`src/rtl/cmc_pkg.sv`:
```
package cmc_pkg;

  // Register select codes on cfg_sel
  typedef enum logic [1:0] {
    SEL_THRESH  = 2'd0,
    SEL_ADDR_LO = 2'd1,
    SEL_ADDR_HI = 2'd2,
    SEL_DATA    = 2'd3
  } cmc_sel_e;

  localparam int CMC_NUM_REGS = 4;

  // Count strictly above the threshold (both zero-extended to 32 bits)
  function automatic logic cmc_over(input logic [31:0] cnt, input logic [31:0] thr);
    return cnt > thr;
  endfunction

  // Count increased relative to the previous sample
  function automatic logic cmc_grew(input logic [31:0] now_cnt, input logic [31:0] old_cnt);
    return now_cnt > old_cnt;
  endfunction

endpackage

```
`src/rtl/cmc_cfg_regs.sv`:
```
module cmc_cfg_regs #(
  parameter int CNT_W  = 15,
  parameter int LO_W   = 32,
  parameter int HI_W   = 16,
  parameter int DATA_W = 32,
  parameter int CFG_W  = 32,
  parameter int SEL_W  = 2
) (
  input  logic              clk,
  input  logic              rst_n,
  input  logic              we,
  input  logic [SEL_W-1:0]  sel,
  input  logic [CFG_W-1:0]  wdata,
  output logic [CNT_W-1:0]  thr,
  output logic [LO_W-1:0]   addr_lo,
  output logic [HI_W-1:0]   addr_hi,
  output logic [DATA_W-1:0] data
);
  import cmc_pkg::*;

  localparam int NREG = CMC_NUM_REGS;

  logic [NREG-1:0] hit;

  for (genvar g = 0; g < NREG; g++) begin : g_dec
    assign hit[g] = we && (sel == SEL_W'(g));
  end

  always_ff @(posedge clk) begin
    if (!rst_n) begin
      thr     <= '0;
      addr_lo <= '0;
      addr_hi <= '0;
      data    <= '0;
    end else begin
      if (hit[SEL_THRESH])  thr     <= wdata[CNT_W-1:0];
      if (hit[SEL_ADDR_LO]) addr_lo <= wdata[LO_W-1:0];
      if (hit[SEL_ADDR_HI]) addr_hi <= wdata[HI_W-1:0];
      if (hit[SEL_DATA])    data    <= wdata[DATA_W-1:0];
    end
  end

endmodule

```
`src/rtl/cmc_arm_ctrl.sv`:
```
module cmc_arm_ctrl #(
  parameter int CNT_W = 15
) (
  input  logic             clk,
  input  logic             rst_n,
  input  logic [CNT_W-1:0] pend_cnt,
  input  logic [CNT_W-1:0] thr,
  input  logic             busy,
  output logic             armed,
  output logic             fire,
  output logic             grow_evt,
  output logic             calm_evt
);
  import cmc_pkg::*;

  logic [CNT_W-1:0] pend_q;
  logic             rearm_q;

  assign grow_evt = cmc_grew(32'(pend_cnt), 32'(pend_q));
  assign calm_evt = !cmc_over(32'(pend_cnt), 32'(thr));
  assign fire     = armed && !busy && !calm_evt;

  always_ff @(posedge clk) begin
    if (!rst_n) begin
      armed   <= 1'b1;
      pend_q  <= '0;
      rearm_q <= 1'b0;
    end else begin
      pend_q <= pend_cnt;
      // remember a re-arm reason seen while a message is outstanding
      if (armed)
        rearm_q <= 1'b0;
      else if (grow_evt || calm_evt)
        rearm_q <= 1'b1;
      if (fire)
        armed <= 1'b0;
      else if (!armed && !busy && (rearm_q || grow_evt || calm_evt))
        armed <= 1'b1;
    end
  end

endmodule

```
`src/rtl/cmc_msg_stage.sv`:
```
module cmc_msg_stage #(
  parameter int ADDR_W = 48,
  parameter int DATA_W = 32
) (
  input  logic              clk,
  input  logic              rst_n,
  input  logic              fire,
  input  logic              ack,
  input  logic [ADDR_W-1:0] addr_in,
  input  logic [DATA_W-1:0] data_in,
  output logic              req,
  output logic [ADDR_W-1:0] addr,
  output logic [DATA_W-1:0] data,
  output logic              done_evt
);

  assign done_evt = req && ack;

  always_ff @(posedge clk) begin
    if (!rst_n) begin
      req  <= 1'b0;
      addr <= '0;
      data <= '0;
    end else if (fire) begin
      req  <= 1'b1;
      addr <= addr_in;
      data <= data_in;
    end else if (done_evt) begin
      req <= 1'b0;
    end
  end

endmodule

```
`src/rtl/cmc_coalescer.sv`:
```
module cmc_coalescer #(
  parameter int CNT_W  = 15,
  parameter int LO_W   = 32,
  parameter int HI_W   = 16,
  parameter int DATA_W = 32,
  parameter int CFG_W  = 32,
  parameter int SEL_W  = 2
) (
  input  logic                 clk,
  input  logic                 rst_n,
  input  logic                 cfg_we,
  input  logic [SEL_W-1:0]     cfg_sel,
  input  logic [CFG_W-1:0]     cfg_wdata,
  input  logic [CNT_W-1:0]     pend_cnt,
  input  logic                 msg_ack,
  output logic                 msg_req,
  output logic [LO_W+HI_W-1:0] msg_addr,
  output logic [DATA_W-1:0]    msg_data
);

  localparam int ADDR_W = LO_W + HI_W;

  logic [CNT_W-1:0]  thr_w;
  logic [LO_W-1:0]   lo_w;
  logic [HI_W-1:0]   hi_w;
  logic [DATA_W-1:0] dat_w;
  logic              armed_w;
  logic              fire_w;
  logic              grow_w;
  logic              calm_w;
  logic              done_w;

  cmc_cfg_regs #(
    .CNT_W(CNT_W), .LO_W(LO_W), .HI_W(HI_W),
    .DATA_W(DATA_W), .CFG_W(CFG_W), .SEL_W(SEL_W)
  ) u_regs (
    .clk(clk), .rst_n(rst_n), .we(cfg_we), .sel(cfg_sel), .wdata(cfg_wdata),
    .thr(thr_w), .addr_lo(lo_w), .addr_hi(hi_w), .data(dat_w)
  );

  cmc_arm_ctrl #(.CNT_W(CNT_W)) u_arm (
    .clk(clk), .rst_n(rst_n), .pend_cnt(pend_cnt), .thr(thr_w),
    .busy(msg_req), .armed(armed_w), .fire(fire_w),
    .grow_evt(grow_w), .calm_evt(calm_w)
  );

  cmc_msg_stage #(.ADDR_W(ADDR_W), .DATA_W(DATA_W)) u_msg (
    .clk(clk), .rst_n(rst_n), .fire(fire_w), .ack(msg_ack),
    .addr_in({hi_w, lo_w}), .data_in(dat_w),
    .req(msg_req), .addr(msg_addr), .data(msg_data), .done_evt(done_w)
  );

endmodule

```
`config.mk`:
```
export PLATFORM = sky130hd
export DESIGN_NAME = cmc_coalescer
export DESIGN_NICKNAME = d
export VERILOG_FILES = /design/src/rtl/cmc_pkg.sv /design/src/rtl/cmc_cfg_regs.sv /design/src/rtl/cmc_arm_ctrl.sv /design/src/rtl/cmc_msg_stage.sv /design/src/rtl/cmc_coalescer.sv
export SDC_FILE = /design/constraint.sdc
export NUM_CORES = 1
export LEC_CHECK = 0
export ABC_CLOCK_PERIOD_IN_PS = 2500
export BUFFER_PORTS_ARGS = -buffer_cell sky130_fd_sc_hd__buf_2
export CORE_MARGIN = 1.5
export CORE_UTILIZATION = 50
export CTS_BUF_LIST = sky130_fd_sc_hd__clkbuf_4 sky130_fd_sc_hd__clkbuf_8 sky130_fd_sc_hd__clkbuf_16
export DETAILED_ROUTE_END_ITERATION = 8
export PLACE_DENSITY = 0.82
export SYNTH_ARGS = -nofsm -noshare
export SYNTH_HDL_FRONTEND = slang
export SYNTH_HIERARCHICAL = 1
export SYNTH_SLANG_ARGS = --single-unit
```
`constraint.sdc`:
```
create_clock -name clk -period 2.5 [get_ports clk]
set_input_delay 0.75 -clock clk [delete_from_list [all_inputs] [get_ports clk]]
set_output_delay 0.75 -clock clk [all_outputs]
set_load 0.005 [all_outputs]
```
### Word-level counts from Yosys, hierarchy flattened

Index checks and enable logic that the tools add are counted.

| storage, ports and cells | value |
|---|---|
| flip-flop bits (word level) | 193 |
| bits of input ports | 53 |

| operators by class | value |
|---|---|
| magnitude comparators | 2 |
| eq/ne operators | 3 |
| reductions and logical operators | 19 |
| bitwise operators | 1 |
| muxes and demuxes | 4 |

Operators by type and width:

| kind | count |
|---|---|
| greater-than comparator 15 bit | 2 |
| logical AND 1 bit | 9 |
| == test 2 bit (second input constant) | 2 |
| 2-to-1 mux 1 bit | 4 |
| nonzero test 2 bit | 2 |
| logical NOT 1 bit | 3 |
| logical OR 1 bit | 3 |
| == test 2 x 1 -> 1 bit (second input constant) | 1 |
| logical NOT 2 bit | 1 |
| OR reduction 2 bit | 1 |
| inverter 1 bit | 1 |

### Longest topological paths before layout

| depth | value |
|---|---|
| word-level depth | 6 |
| depth in mapped cells | 11 |
| depth with buffers taken out | 9 |

### Modules after synthesis

Netlist, hierarchy kept.

By module, submodules not included:

| module | seq. area each (µm²) | area an instance (µm²) | instances | cells each |
|---|---|---|---|---|
| cmc_cfg_regs | 1901.8 | 3557.2 | 1 | 346 |
| cmc_msg_stage | 1621.6 | 3109.2 | 1 | 262 |
| cmc_arm_ctrl | 340.3 | 1260.0 | 1 | 149 |

### Worst setup path before layout

Ideal clock, no wire load.

| path | value |
|---|---|
| kind | input to register |
| start point | in pend_cnt[13] |
| end point | reg u_msg.addr[0] |
| library setup time | 0.116 ns |
| data arrival time | 2.359 ns |
| setup slack | 0.025 ns |
| cell stages on the path | 10 |
| required time | 2.384 ns |
| cell sequence | ha_1 > nand4_1 > a31oi_1 > a211oi_1 > a21o_2 > nor3_1 > buf_6 > buf_8 > mux2i_1 > nor2b_1 |

| between the ends | value |
|---|---|
| longest elaborated chain between the ends | 2 |

Ends and longest elaborated chain:

| element | RTL line | source |
|---|---|---|
| start, declared | cmc_coalescer.sv:14 | `input logic [CNT_W-1:0] pend_cnt,` |
| greater-than comparator 15 bit | cmc_pkg.sv:15 | `return cnt > thr;` |
| logical AND 1 bit | cmc_arm_ctrl.sv:21 | `assign fire = armed && !busy && !calm_evt;` |
| named net fire_w | cmc_coalescer.sv:28 | `logic fire_w;` |
| end signal, assigned | cmc_msg_stage.sv:26 | `addr <= addr_in;` |
| end, declared | cmc_msg_stage.sv:12 | `output logic [ADDR_W-1:0] addr,` |

The timed path passes the listed nets, and every way through them passes these cells.
A chain may end at the register's enable or synchronous reset.

### Final worst setup path

| path | value |
|---|---|
| start point | in pend_cnt[14] |
| end point | reg u_msg.data[20] |

| between the ends | value |
|---|---|
| longest elaborated chain between the ends | 2 |

Ends and longest elaborated chain:

| element | RTL line | source |
|---|---|---|
| greater-than comparator 15 bit | cmc_pkg.sv:15 |  |
| logical AND 1 bit | cmc_arm_ctrl.sv:21 |  |
| named net fire_w | cmc_coalescer.sv:28 |  |
| end signal, assigned | cmc_msg_stage.sv:27 | `data <= data_in;` |
| end, declared | cmc_msg_stage.sv:13 | `output logic [DATA_W-1:0] data,` |

The timed path passes the listed nets, and every way through them passes these cells.

==> impl_metrics.sql <==
INSERT INTO impl_metrics (metric_group, metric, value, unit) VALUES
('timing', 'fin_skew', '6.74', 'ps'),
('placed_design', 'place_inst', '1089', ''),
('placed_design', 'dp_hpwl', '11200', 'µm'),
('floorplan', 'die-width', '129', 'µm'),
('placed_design', 'placedInstanceArea', '8860', 'µm²'),
('detailed_routing', 'finalWirelength', '16100', 'µm'),
('detailed_routing', 'detail_route.vias_per_cell', '4.88', ''),
('final_layout', 'finished_core_util', '62.1', '%'),
('floorplan', 'rows', '45', ''),
('placed_design', 'dpl_worst_slack', '-319', 'ps'),
('timing', 'timing_worst_slew_pin_value', '499', 'ps'),
('clock_tree', 'postCtsResizedCells', '0', ''),
('clock_tree', 'cell_at_the_root_of_the_clock_tree', 'clkbuf_16', ''),
('clock_tree', 'clk_pin_slew', '70', 'ps'),
('worst_setup_path', 'critPathMaxStageDelay', '300', 'ps'),
('global_route', 'grt-ovfl-total', '0', ''),
('placed_design', 'gp_congestion', '0.781', ''),
('timing', 'fmaxAchievable', '412', 'MHz'),
('worst_setup_path', 'cp-start-kind', 'input port', ''),
('detailed_routing', 'wl_met1', '7510', 'µm'),
('detailed_routing', 'dr.first_iter.drc_count', '227', ''),
('global_route', 'grt_start_max_net_pins', '72', ''),
('clock_tree', 'htreeDepth', '4', ''),
('detailed_routing', 'number_of_design_rule_violations_left_after_detail_routing', '0', ''),
('final_layout', 'commonest_cells_after_routing_fill_and_taps_aside', '193 x dfxtp_1, 174 x mux2i_1, 132 x buf_2, 132 x nand2_1, 81 x nor2b_1', ''),
('timing', 'final_min_period_over_clock_period', '97.0', '%'),
('min_path', 'type_of_the_tightest_min_delay_check', 'register to register', ''),
('detailed_routing', 'antenna_left', '0', ''),
('detailed_routing', 'avgRoutedWirePerCell', '14.4', 'µm'),
('worst_setup_path', 'cp_cell_sequence', 'buf_2 > ha_1 > nand4_1 > a31oi_1 > a211oi_1 > a21o_2 > nor3_4 > buf_12 > buf_12 > mux2i_1 > nor2b_1', ''),
('power', 'pwr_density_cell', '727', 'nW/µm²'),
('timing', 'setup_viol_count_final', '0', ''),
('clock_tree', 'cts.repair_timing.setup_buffer_count', '0', ''),
('detailed_routing', 'drt_pre_antenna_iters', '4', ''),
('global_route', 'first_pass_grt_wire_length', '26200', 'µm'),
('power', 'power_leakage', '4.31', 'nW'),
('timing', 'final-max-slew-violation-count', '0', ''),
('run_status', 'status', 'finished clean', ''),
('worst_setup_path', 'critical-path-top-cell-by-count', 'buf_12', ''),
('worst_setup_path', 'reg2reg_setup_slack', '140', 'ps'),
('synth', 'syn-instance-count', '756', ''),
('synth', 'yosysWarningCount', '6', ''),
('final_layout', 'finish.instance_area', '9510', 'µm²'),
('timing', 'grt_setup_unrepaired', 'yes', ''),
('synth', 'synth_nets', '839', ''),
('timing', 'period_needed', '2430', 'ps'),
('timing', 'finalHoldViolCount', '0', ''),
('final_layout', 'instances_no_fill', '1121', ''),
('timing', 'maxSlewHeadroom', '65.9', '%'),
('worst_setup_path', 'end_kind', 'register', ''),
('global_route', 'global_route.usage.total', '20.1', '%'),
('clock_tree', 'numCtsBuffers', '17', ''),
('worst_setup_path', 'crit_path_top_delay_cell', 'ha_1', ''),
('global_route', 'number_of_global_route_vias_before_repair', '5284', ''),
('floorplan', 'die_area', '16600', 'µm²'),
('timing', 'finalHoldWorstSlack', '459', 'ps'),
('detailed_routing', 'dr.max_layer_used', 'met4', ''),
('worst_setup_path', 'path_max_fanout', '16', ''),
('final_layout', 'multi_input_comb_area', '3610', 'µm²'),
('final_layout', 'ant_cells', '0', ''),
('clock_tree', 'cts_hold_buffers', '0', ''),
('detailed_routing', 'routed-wl-met2', '7520', 'µm'),
('worst_setup_path', 'worst_ep_required_time', '2810', 'ps'),
('power', 'irDropWorstVdd', '0.739', 'mV'),
('global_route', 'number_of_antenna_violations_at_the_first_check_in_global_routing', '0', ''),
('job', 'maxCapViolCount', '0', ''),
('detailed_routing', 'route.vias.total', '5468', ''),
('timing', 'setup_slack', '74.2', 'ps'),
('clock_tree', 'clkSinkCount', '193', ''),
('final_layout', 'seqCellArea', '3860', 'µm²'),
('synth', 'syn_avg_cell_area', '10.5', 'µm²');
[layer usage]
layer,track usage [%],up-vias
met5,0,-
met1,25.3,2546
li1,-,2793
met3,5.95,23
met4,6.48,0
met2,33.2,106
[path summary, 6_finish.rpt]
path	start	end	depth (start not counted)
worst max-delay path	pend_cnt[14]	u_msg/data[20]	11
worst min-delay path	u_regs/addr_lo[14]	u_regs/addr_lo[14]	2
worst max register to register	u_regs/thr[14]	u_msg/data[20]	11
worst min register to register	u_regs/addr_lo[14]	u_regs/addr_lo[14]	2
[flip-flops by register name (all words and copies together) (netlist names), 15 cells and up]
signal,count
u_msg/data,32
u_regs/data,32
u_regs/addr_hi,16
u_regs/addr_lo,32
u_regs/thr,15
u_arm/pend_q,15
u_msg/addr,48
[critical path: cells and delay by family]
kind,cells,cell delay [ps]
and+or+nand+nor,3,420
AOI/OAI and AO/OA,3,560
buffers and inverters,3,470
muxes,1,220
adders and majority gates,1,300
[power breakdown]
| group | switching [mW] | internal [mW] | leakage [nW] | total, mW |
|---|---|---|---|---|
| logic | 0.425 | 0.421 | 2.44 | 0.847 |
| registers | 0.0538 | 3.18 | 1.57 | 3.23 |
| clock network | 1.12 | 1.71 | 0.305 | 2.83 |
[final cells by class]
class	count	area share [%]
Clock buffer	23	5.28
Clock inverter	9	1.34
Inverter	32	1.26
Multi-Input combinational cell	487	37.9
Sequential cell	193	40.6
Tap cell	211	2.78
Timing Repair Buffer	166	10.8
[through the flow]
step	TNS (ps)	total power, mW
after CTS	0	6.97
final	0	6.91
after detailed placement	-22300	4.14
after global placement	-20450	4.12
after floorplan	0	3.91
after global routing	-2.59	7.19
No activity file was read; power rests on OpenSTA's default activity.
